$ cat src/rtl/mbu_pkg.sv
package mbu_pkg;
  localparam int unsigned CTRL_W = 5;

  typedef enum logic [1:0] {
    NB_NEG  = 2'd0,
    NB_DEC  = 2'd1,
    NB_INC  = 2'd2,
    NB_NINC = 2'd3
  } nb_mode_e;

  typedef enum logic [1:0] {
    CMB_OR   = 2'd0,
    CMB_AND  = 2'd1,
    CMB_XOR  = 2'd2,
    CMB_RSVD = 2'd3
  } cmb_mode_e;

  typedef struct packed {
    logic      keep_a;
    cmb_mode_e cmb;
    nb_mode_e  nb;
  } ctrl_t;
endpackage

$ cat src/rtl/mbu_mask_gen.sv
module mbu_mask_gen #(
  parameter int unsigned XLEN = 64
) (
  input  logic [XLEN-1:0] b_i,
  input  logic            b_zero_i,
  output logic [XLEN-1:0] mask_o
);
  assign mask_o = b_zero_i ? {XLEN{1'b1}} : b_i;
endmodule

$ cat src/rtl/mbu_operand_gen.sv
module mbu_operand_gen
  import mbu_pkg::*;
#(
  parameter int unsigned XLEN = 64
) (
  input  logic [XLEN-1:0] a_i,
  input  logic            keep_a_i,
  input  nb_mode_e        nb_i,
  output logic [XLEN-1:0] prim_o,
  output logic [XLEN-1:0] nbr_o
);
  localparam logic [XLEN-1:0] ONE = {{(XLEN-1){1'b0}}, 1'b1};

  logic [XLEN-1:0] a_inc;
  logic [XLEN-1:0] a_dec;

  assign a_inc  = a_i + ONE;
  assign a_dec  = a_i - ONE;
  assign prim_o = keep_a_i ? a_i : ~a_i;

  always_comb begin
    unique case (nb_i)
      NB_NEG:  nbr_o = ~a_dec;   // -a == ~(a-1)
      NB_DEC:  nbr_o = a_dec;
      NB_INC:  nbr_o = a_inc;
      default: nbr_o = ~a_inc;
    endcase
  end
endmodule

$ cat src/rtl/mbu_combine.sv
module mbu_combine
  import mbu_pkg::*;
#(
  parameter int unsigned XLEN = 64
) (
  input  logic [XLEN-1:0] prim_i,
  input  logic [XLEN-1:0] nbr_i,
  input  cmb_mode_e       cmb_i,
  input  logic [XLEN-1:0] mask_i,
  input  logic [XLEN-1:0] a_i,
  input  logic            restore_i,
  output logic [XLEN-1:0] res_o
);
  logic [XLEN-1:0] merged;
  logic [XLEN-1:0] masked;

  always_comb begin
    unique case (cmb_i)
      CMB_OR:  merged = prim_i | nbr_i;
      CMB_AND: merged = prim_i & nbr_i;
      CMB_XOR: merged = prim_i ^ nbr_i;
      default: merged = '0;
    endcase
  end

  assign masked = merged & mask_i;
  assign res_o  = restore_i ? (masked | (a_i & ~mask_i)) : masked;
endmodule

$ cat src/rtl/masked_bitop_unit.sv
module masked_bitop_unit
  import mbu_pkg::*;
#(
  parameter int unsigned XLEN = 64
) (
  input  logic                clk_i,
  input  logic                rst_ni,
  input  logic [XLEN-1:0]     a_i,
  input  logic [XLEN-1:0]     b_i,
  input  logic                b_zero_i,
  input  logic [CTRL_W-1:0]   ctrl_i,
  input  logic                restore_i,
  output logic [XLEN-1:0]     result_o
);
  ctrl_t           ctrl;
  logic [XLEN-1:0] mask;
  logic [XLEN-1:0] prim;
  logic [XLEN-1:0] nbr;
  logic [XLEN-1:0] res_d;
  logic [XLEN-1:0] res_q;

  assign ctrl = ctrl_t'(ctrl_i);

  mbu_mask_gen #(.XLEN(XLEN)) mask_i (
    .b_i      (b_i),
    .b_zero_i (b_zero_i),
    .mask_o   (mask)
  );

  mbu_operand_gen #(.XLEN(XLEN)) opnd_i (
    .a_i      (a_i),
    .keep_a_i (ctrl.keep_a),
    .nb_i     (ctrl.nb),
    .prim_o   (prim),
    .nbr_o    (nbr)
  );

  mbu_combine #(.XLEN(XLEN)) comb_i (
    .prim_i    (prim),
    .nbr_i     (nbr),
    .cmb_i     (ctrl.cmb),
    .mask_i    (mask),
    .a_i       (a_i),
    .restore_i (restore_i),
    .res_o     (res_d)
  );

  always_ff @(posedge clk_i or negedge rst_ni) begin
    if (!rst_ni) res_q <= '0;
    else         res_q <= res_d;
  end

  assign result_o = res_q;
endmodule

$ cat config.mk
export PLATFORM = sky130hd
export DESIGN_NAME = masked_bitop_unit
export DESIGN_NICKNAME = d
export VERILOG_FILES = /design/src/rtl/mbu_pkg.sv /design/src/rtl/mbu_mask_gen.sv /design/src/rtl/mbu_operand_gen.sv /design/src/rtl/mbu_combine.sv /design/src/rtl/masked_bitop_unit.sv
export SDC_FILE = /design/constraint.sdc
export NUM_CORES = 1
export LEC_CHECK = 0
export CORE_ASPECT_RATIO = 1.25
export CORE_UTILIZATION = 55
export DETAILED_ROUTE_END_ITERATION = 10
export HOLD_SLACK_MARGIN = 0.02
export PLACE_DENSITY = 0.84
export SYNTH_ARGS = -nofsm -noshare
export SYNTH_HDL_FRONTEND = slang
export SYNTH_SLANG_ARGS = --single-unit
$ cat constraint.sdc
create_clock -name clk_i -period 0.8 [get_ports clk_i]
set_input_delay 0.24 -clock clk_i [delete_from_list [all_inputs] [get_ports clk_i]]
set_output_delay 0.24 -clock clk_i [all_outputs]
set_load 0.01 [all_outputs]
==> results of run 1 <==
==> synth_stat cells (2+ instances only) <==
cell type                  count
sky130_fd_sc_hd__nor2b_1       3
sky130_fd_sc_hd__nor3_1       19
sky130_fd_sc_hd__o22ai_1       4
sky130_fd_sc_hd__nand2b_1      5
sky130_fd_sc_hd__nor2_1      205
sky130_fd_sc_hd__and2_1        3
sky130_fd_sc_hd__clkbuf_1     99
sky130_fd_sc_hd__xnor2_1     136
sky130_fd_sc_hd__or4_4         2
sky130_fd_sc_hd__and3_1        4
sky130_fd_sc_hd__xor2_1      102
sky130_fd_sc_hd__nand2_1      43
sky130_fd_sc_hd__nand4_1      33
sky130_fd_sc_hd__o211ai_1      2
sky130_fd_sc_hd__a22oi_1       3
sky130_fd_sc_hd__nand4b_1      3
sky130_fd_sc_hd__dfrtp_1      64
sky130_fd_sc_hd__o31ai_1       8
sky130_fd_sc_hd__inv_1       118
sky130_fd_sc_hd__buf_1        21
sky130_fd_sc_hd__ha_1        130
sky130_fd_sc_hd__o21ai_0      99
sky130_fd_sc_hd__nand3_1      83
sky130_fd_sc_hd__a21oi_1     125
sky130_fd_sc_hd__a31oi_1       4
sky130_fd_sc_hd__or4_1         5
sky130_fd_sc_hd__o41ai_1       6
sky130_fd_sc_hd__or3_1         7
sky130_fd_sc_hd__nor4_1       14
sky130_fd_sc_hd__mux2i_1      27
==> cell families after synthesis <==
logic type	count (synthesis)	synth area share, %
AND/OR/NAND/NOR	436	20.4
AO/OA/AOI/OAI	262	14.3
buffers and inverters	242	9.24
XOR/XNOR	238	20.9
adder cells (fa/ha/maj)	130	16.3
flip-flops	64	16.1
multiplexers	27	2.71
==> per-layer routing <==
layer | track usage (%) | overflow
met1 | 84.6 | 0
met2 | 95.2 | 63
met3 | 66.8 | 2
met4 | 83.2 | 49
met5 | 12.2 | 0
==> stage by stage <==
stage                     setup TNS [ps]  std cells  instance area, sq um
after floorplan                  -111910       1399                 10600
after global placement           -170550       1916                 14000
after detailed placement         -175830       1916                 14000
after CTS                        -131170       1977                 15400
==> timing repair <==
| item | in CTS |
|---|---|
| cloned | 1 |
| setup buffers | 49 |
| pin swaps | 222 |
| hold endpoints to repair | 64 |
| resized for setup | 647 |
| endpoints found under the setup margin | 128 |
| hold buffers | 1 |
==> Implementation_results.wiki, run 1 <==
{| class="wikitable"
! Metric !! Value
|-
| Result of the run || aborted with a tool error
|-
| Halt point of the flow || global routing
|-
| First reported error || [ERROR GRT-0232] Routing congestion too high. Check the congestion heatmap in the GUI.
|-
| Share of synthesized registers carrying an async set or reset || 100%
|-
| Routability Congestion || 0.918
|-
| Grt repair worst endpoint || result_o[52]$_DFF_PN0_/D
|-
| Horizontal die dimension || 122 um
|-
| Vert. Die Dim || 153 um
|-
| Sequential-to-total area share from yosys stat || 16.1%
|-
| Clock tree root buffer cell || sky130_fd_sc_hd__clkbuf_16
|-
| Yosys warning total || 0
|-
| Largest net degree at the start of global routing || 39
|-
| Kind of pin the worst path terminates on || sequential cell input
|-
| Tot GR Track Use || just over 80%
|-
| EDFF count, synth || 0
|-
| Top FF cell, synth || sky130_fd_sc_hd__dfrtp_1
|-
| Synthesized Nets || 1666
|-
| Cell types with the largest area share after synthesis || sky130_fd_sc_hd__ha_1, sky130_fd_sc_hd__dfrtp_1, sky130_fd_sc_hd__xnor2_1
|-
| Overflow left after global routing || 114
|-
| Count of different cell masters after synthesis || 52
|-
| Site Rows || 54
|-
| Sinks on the clock net || 64
|-
| Number of flip-flops and latches in the synthesized netlist || 64
|-
| Initial Util || 56.7%
|-
| Number of buffers added by the clock tree synthesis step || 9
|-
| Number of placed I/O pins || about 200
|-
| Port bufs || 200
|-
| Number of buffers on the longest clock path || 2
|-
| Cells after synthesis || 1399
|-
| Sum of net half-perimeters after detailed placement || 25.0 mm
|-
| Place WS || -2870 ps
|-
| Area of the mapped netlist || 0.00997 sq mm
|-
| Area share of the leading cell type in the synthesized netlist || about 16%
|-
| Cell taking the most area after synthesis || sky130_fd_sc_hd__ha_1
|-
| Average cell area after synthesis || a little over 7 sq um
|-
| H-tree depth || 3
|}
==> run 2, diff against run 1 <==
--- a/config.mk
+++ b/config.mk
@@ -5,11 +5,9 @@
 export SDC_FILE = /design/constraint.sdc
 export NUM_CORES = 1
 export LEC_CHECK = 0
-export CORE_ASPECT_RATIO = 1.25
-export CORE_UTILIZATION = 55
+export CORE_UTILIZATION = 40
 export DETAILED_ROUTE_END_ITERATION = 10
-export HOLD_SLACK_MARGIN = 0.02
-export PLACE_DENSITY = 0.84
+export PLACE_DENSITY_LB_ADDON = 0.15
 export SYNTH_ARGS = -nofsm -noshare
 export SYNTH_HDL_FRONTEND = slang
 export SYNTH_SLANG_ARGS = --single-unit
==> Implementation_results.wiki, run 2 <==
{| class="wikitable"
! Metric !! Value
|-
| Sum of net half-perimeters after detailed placement || 24.8 mm (-1.1%)
|-
| Peak supply drop || 0.827 mV
|-
| Fraction of final layout cells with drive strength greater than 1 || 37.0%
|-
| Via count || 11.1k
|-
| Static leakage power || 0.00761 uW
|-
| Final worst-path setup slack || -2240 ps
|-
| First-pass GRT wire length || approximately 57 mm
|-
| Antenna fix cells || 0
|-
| Leading post-synthesis cells by instance count || sky130_fd_sc_hd__nor2_1, sky130_fd_sc_hd__xnor2_1, sky130_fd_sc_hd__ha_1, sky130_fd_sc_hd__a21oi_1, sky130_fd_sc_hd__inv_1
|-
| Clock Power Share || between 20% and 30%
|-
| Horizontal die dimension || 160 um (+31%)
|-
| Tot GR Track Use || between 20% and 30%
|-
| Remaining number of nets flagged by the antenna check after routing || 0
|-
| Sort of element at the start of the critical path || input port
|-
| Switching part of the total || 38.1%
|-
| CP cell instances || buf_6, or4_4, or3_4, buf_6, buf_6, buf_6, buf_6, nor3_4, buf_6, nand2_8, buf_6, o22ai_4, xnor2_1, ha_1, a21oi_1, nor2_1, a21oi_1, o21ai_1
|-
| Met3 routed wirelength || 1.65 mm
|-
| Number of buffers on the longest clock path || 2 (unchanged)
|-
| Critical Path RT || between 1000 and 1500 ps
|-
| Source of the critical timing path || a_i[15]
|-
| Initial Util || 40.9% (-16 points)
|-
| Site Rows || 57 (+5.6%)
|-
| Max-cap violations || 0
|-
| Top FF cell, synth || sky130_fd_sc_hd__dfrtp_1
|-
| Pin slew with the least headroom to its limit || 437 ps
|-
| Count of different cell masters after synthesis || 52 (unchanged)
|-
| Floorplan Core Area || between 0.02 and 0.025 sq mm
|-
| Comb power frac || roughly 54%
|-
| Cell taking the most area after synthesis || sky130_fd_sc_hd__ha_1
|-
| Result of the run || complete, but fails checks
|-
| Top Family by Delay on Critical Path || simple AND/OR/NAND/NOR gates
|-
| Endpoint arrival time on the critical path || 3280 ps
|-
| Clock tree root buffer cell || sky130_fd_sc_hd__clkbuf_16
|-
| Cell Count, Final, Fillers Out || 2129
|-
| DRC violations left || 0
|-
| WHS Path Cells || 3
|-
| Setup repair after global routing missed its margin || yes
|-
| Antenna violations before repair || 0
|-
| Post-route fraction of the period consumed by the critical path || 380%
|-
| Min-delay worst type || input port to flop
|-
| Power per Cell Area || 1030 mW/mm^2
|-
| Largest fanout on the critical path || 8
|-
| Number of buffers added by the clock tree synthesis step || 9 (unchanged)
|-
| Yosys warning total || 0 (unchanged)
|-
| Share of synthesized registers carrying an async set or reset || 100% (unchanged)
|-
| Met1 Wirelength || 15.6 mm
|-
| Overflow left after global routing || 0
|-
| Fin crit period || 3040 ps
|-
| EDFF count, synth || 0 (unchanged)
|-
| Fin. Hold Viols || 0
|-
| Final nets || about 2.1k
|-
| Hold Startpoint || a_i[4]
|-
| Share of power burned in registers || between 20% and 30%
|-
| Number of buffer and inverter stages on the critical path || 7
|-
| Final-layout setup total negative slack || -132380 ps
|-
| Type of element capturing the critical path || flop
|-
| Overall power of the completed layout || 17200 uW
|-
| Clock transition at path regs || 60 ps
|-
| Most frequent cells in the layout || sky130_fd_sc_hd__buf_4, sky130_fd_sc_hd__nor2_1, sky130_fd_sc_hd__xnor2_1
|-
| Internal Dissipation || 10700 uW
|-
| Instance count after placement with tap cells included || 2035 (+6.2%)
|-
| Number of flip-flops and latches in the synthesized netlist || 64 (unchanged)
|-
| Avg Vias per Cell || 5.23
|-
| H-tree depth || 3 (unchanged)
|-
| Sequential-to-total area share from yosys stat || 16.1% (unchanged)
|-
| Most instantiated library cell after synthesis || sky130_fd_sc_hd__nor2_1
|-
| Drt first-iter violations || 518
|-
| Port bufs || 200 (unchanged)
|-
| Relative area change from synthesis to final layout || 67.0%
|-
| Net switching power of the design || 6560 uW
|-
| Max stage delay cell, worst path || sky130_fd_sc_hd__or4_4
|-
| Met2 WL post-DR || 17.9 mm
|-
| Count of fill cells added during filler insertion || roughly 2k
|-
| TritonCTS clock tree || done
|-
| Cells after synthesis || 1399 (unchanged)
|-
| Vert. Die Dim || 160 um (+4.8%)
|-
| Slowest stage delay, CP || 540 ps
|-
| Synthesized Nets || 1666 (unchanged)
|-
| Failing checks || negative setup slack
|-
| Sinks on the clock net || 64 (unchanged)
|-
| Most common cell after layout, fill and taps aside || sky130_fd_sc_hd__buf_4
|-
| Router iterations before antenna repair || 5
|-
| Wire length reported by the detailed router || 36.0 mm
|-
| Pins over their slew limit || 0
|-
| Cell type with the highest occurrence count on the critical path || sky130_fd_sc_hd__buf_6
|-
| Vias in the first global route || 11.2k
|-
| Number of placed I/O pins || 201 (unchanged)
|-
| Area share of the leading cell type in the synthesized netlist || 16.3% (unchanged)
|-
| Cell types with the largest area share after synthesis || sky130_fd_sc_hd__ha_1, sky130_fd_sc_hd__dfrtp_1, sky130_fd_sc_hd__xnor2_1
|-
| Final setup violation count || 128
|-
| Top layer reached by signal wires || met4
|-
| Slew headroom || 70.6%
|-
| Instance count on the critical path || 18
|-
| Area of the mapped netlist || 0.00997 sq mm (unchanged)
|-
| Crit Path Category || input port to flop
|-
| Average routed wire per standard cell || ~17 um
|-
| Largest net degree at the start of global routing || 39
|-
| Average cell area after synthesis || 7.13 sq um (unchanged)
|-
| Fmax || 329 MHz
|-
| Total Die Area || ~0.026 sq mm
|-
| Largest register FFs || 64
|-
| Routability Congestion || 0.839 (-8.6%)
|}
[run 2: path summary, 6_finish.rpt]
| check | endpoint | slack (ps) |
|---|---|---|
| setup / recovery | result_o[57] | -2240 |
| hold / removal | result_o[4] | 130 |
| max in group asynchronous | result_o[30] | 140 |
| min in group asynchronous | result_o[20] | 420 |
[run 2: stage by stage]
stage          area, sq um  utilization, %  worst slack, ps  hold WS (ps)
6_report             16600            68.3            -2240           133
3_5_place_dp         14300            58.7            -2830           250
2_1_floorplan        10600               -            -2410         -55.6
4_1_cts              15700            64.6            -2180           197
5_1_grt              16600            68.3            -2360           157
3_3_place_gp         14300            58.7            -2780           259
[run 2: cell type report]
cell class / instances / area [sq um] / area share, %
multi-input combinational: 1093 / 9130 / 54.9
clock buffer: 11 / 243 / 1.46
inverter: 119 / 457 / 2.74
clock inverter: 4 / 45.0 / 0.271
tap: 324 / 405 / 2.43
timing repair buffer: 514 / 4770 / 28.6
sequential: 64 / 1600 / 9.62
[run 2: tightest hold or removal path, stage by stage]
cell	delay [ps]
sky130_fd_sc_hd__buf_12	90
sky130_fd_sc_hd__nand3_1	50
sky130_fd_sc_hd__o21ai_1	60
[run 2: repair_timing]
action	CTS	global route
gates cloned	2	0
hold buffers	1	0
hold endpoints to repair	64	0
resized for setup	615	168
endpoints found under the setup margin	128	128
pin swaps	143	169
buffers inserted	60	26
[run 2: cell families (layout without fill, tap and decap cells)]
kind of cell / count (synthesis) / in the layout / synth area share, %
XOR/XNOR: 238 / 238 / 20.9
adder cells (fa/ha/maj): 130 / 130 / 16.3
buffers and inverters: 242 / 648 / 9.24
multiplexers: 27 / 27 / 2.71
AO/OA/AOI/OAI: 262 / 262 / 14.3
flip-flops: 64 / 64 / 16.1
AND/OR/NAND/NOR: 436 / 436 / 20.4
[run 2: power by group through the flow]
stage          combinational (uW)  sequential, uW  clock (uW)
6_report                     9290            3810        4110
5_1_grt                     10300            3860        4300
4_1_cts                      8640            3810        4200
3_5_place_dp                 8360            3880           0
3_3_place_gp                 8120            3880           0
2_1_floorplan                4780            4110           0
[run 2: routing by layer]
metal	track usage, %	vias up
met5	0	-
met1	34.4	5313
met4	9.09	0
met2	48.0	300
li1	-	5443
met3	4.10	74
(Power assumes the default switching activity.)
==> run 3, diff against run 2 <==
--- a/config.mk
+++ b/config.mk
@@ -6,6 +6,7 @@
 export NUM_CORES = 1
 export LEC_CHECK = 0
 export CORE_UTILIZATION = 40
+export CTS_CLUSTER_SIZE = 40
 export DETAILED_ROUTE_END_ITERATION = 10
 export PLACE_DENSITY_LB_ADDON = 0.15
 export SYNTH_ARGS = -nofsm -noshare
==> results of run 3 <==
No change in the layout: final DEF, timing and power equal those of run 2.
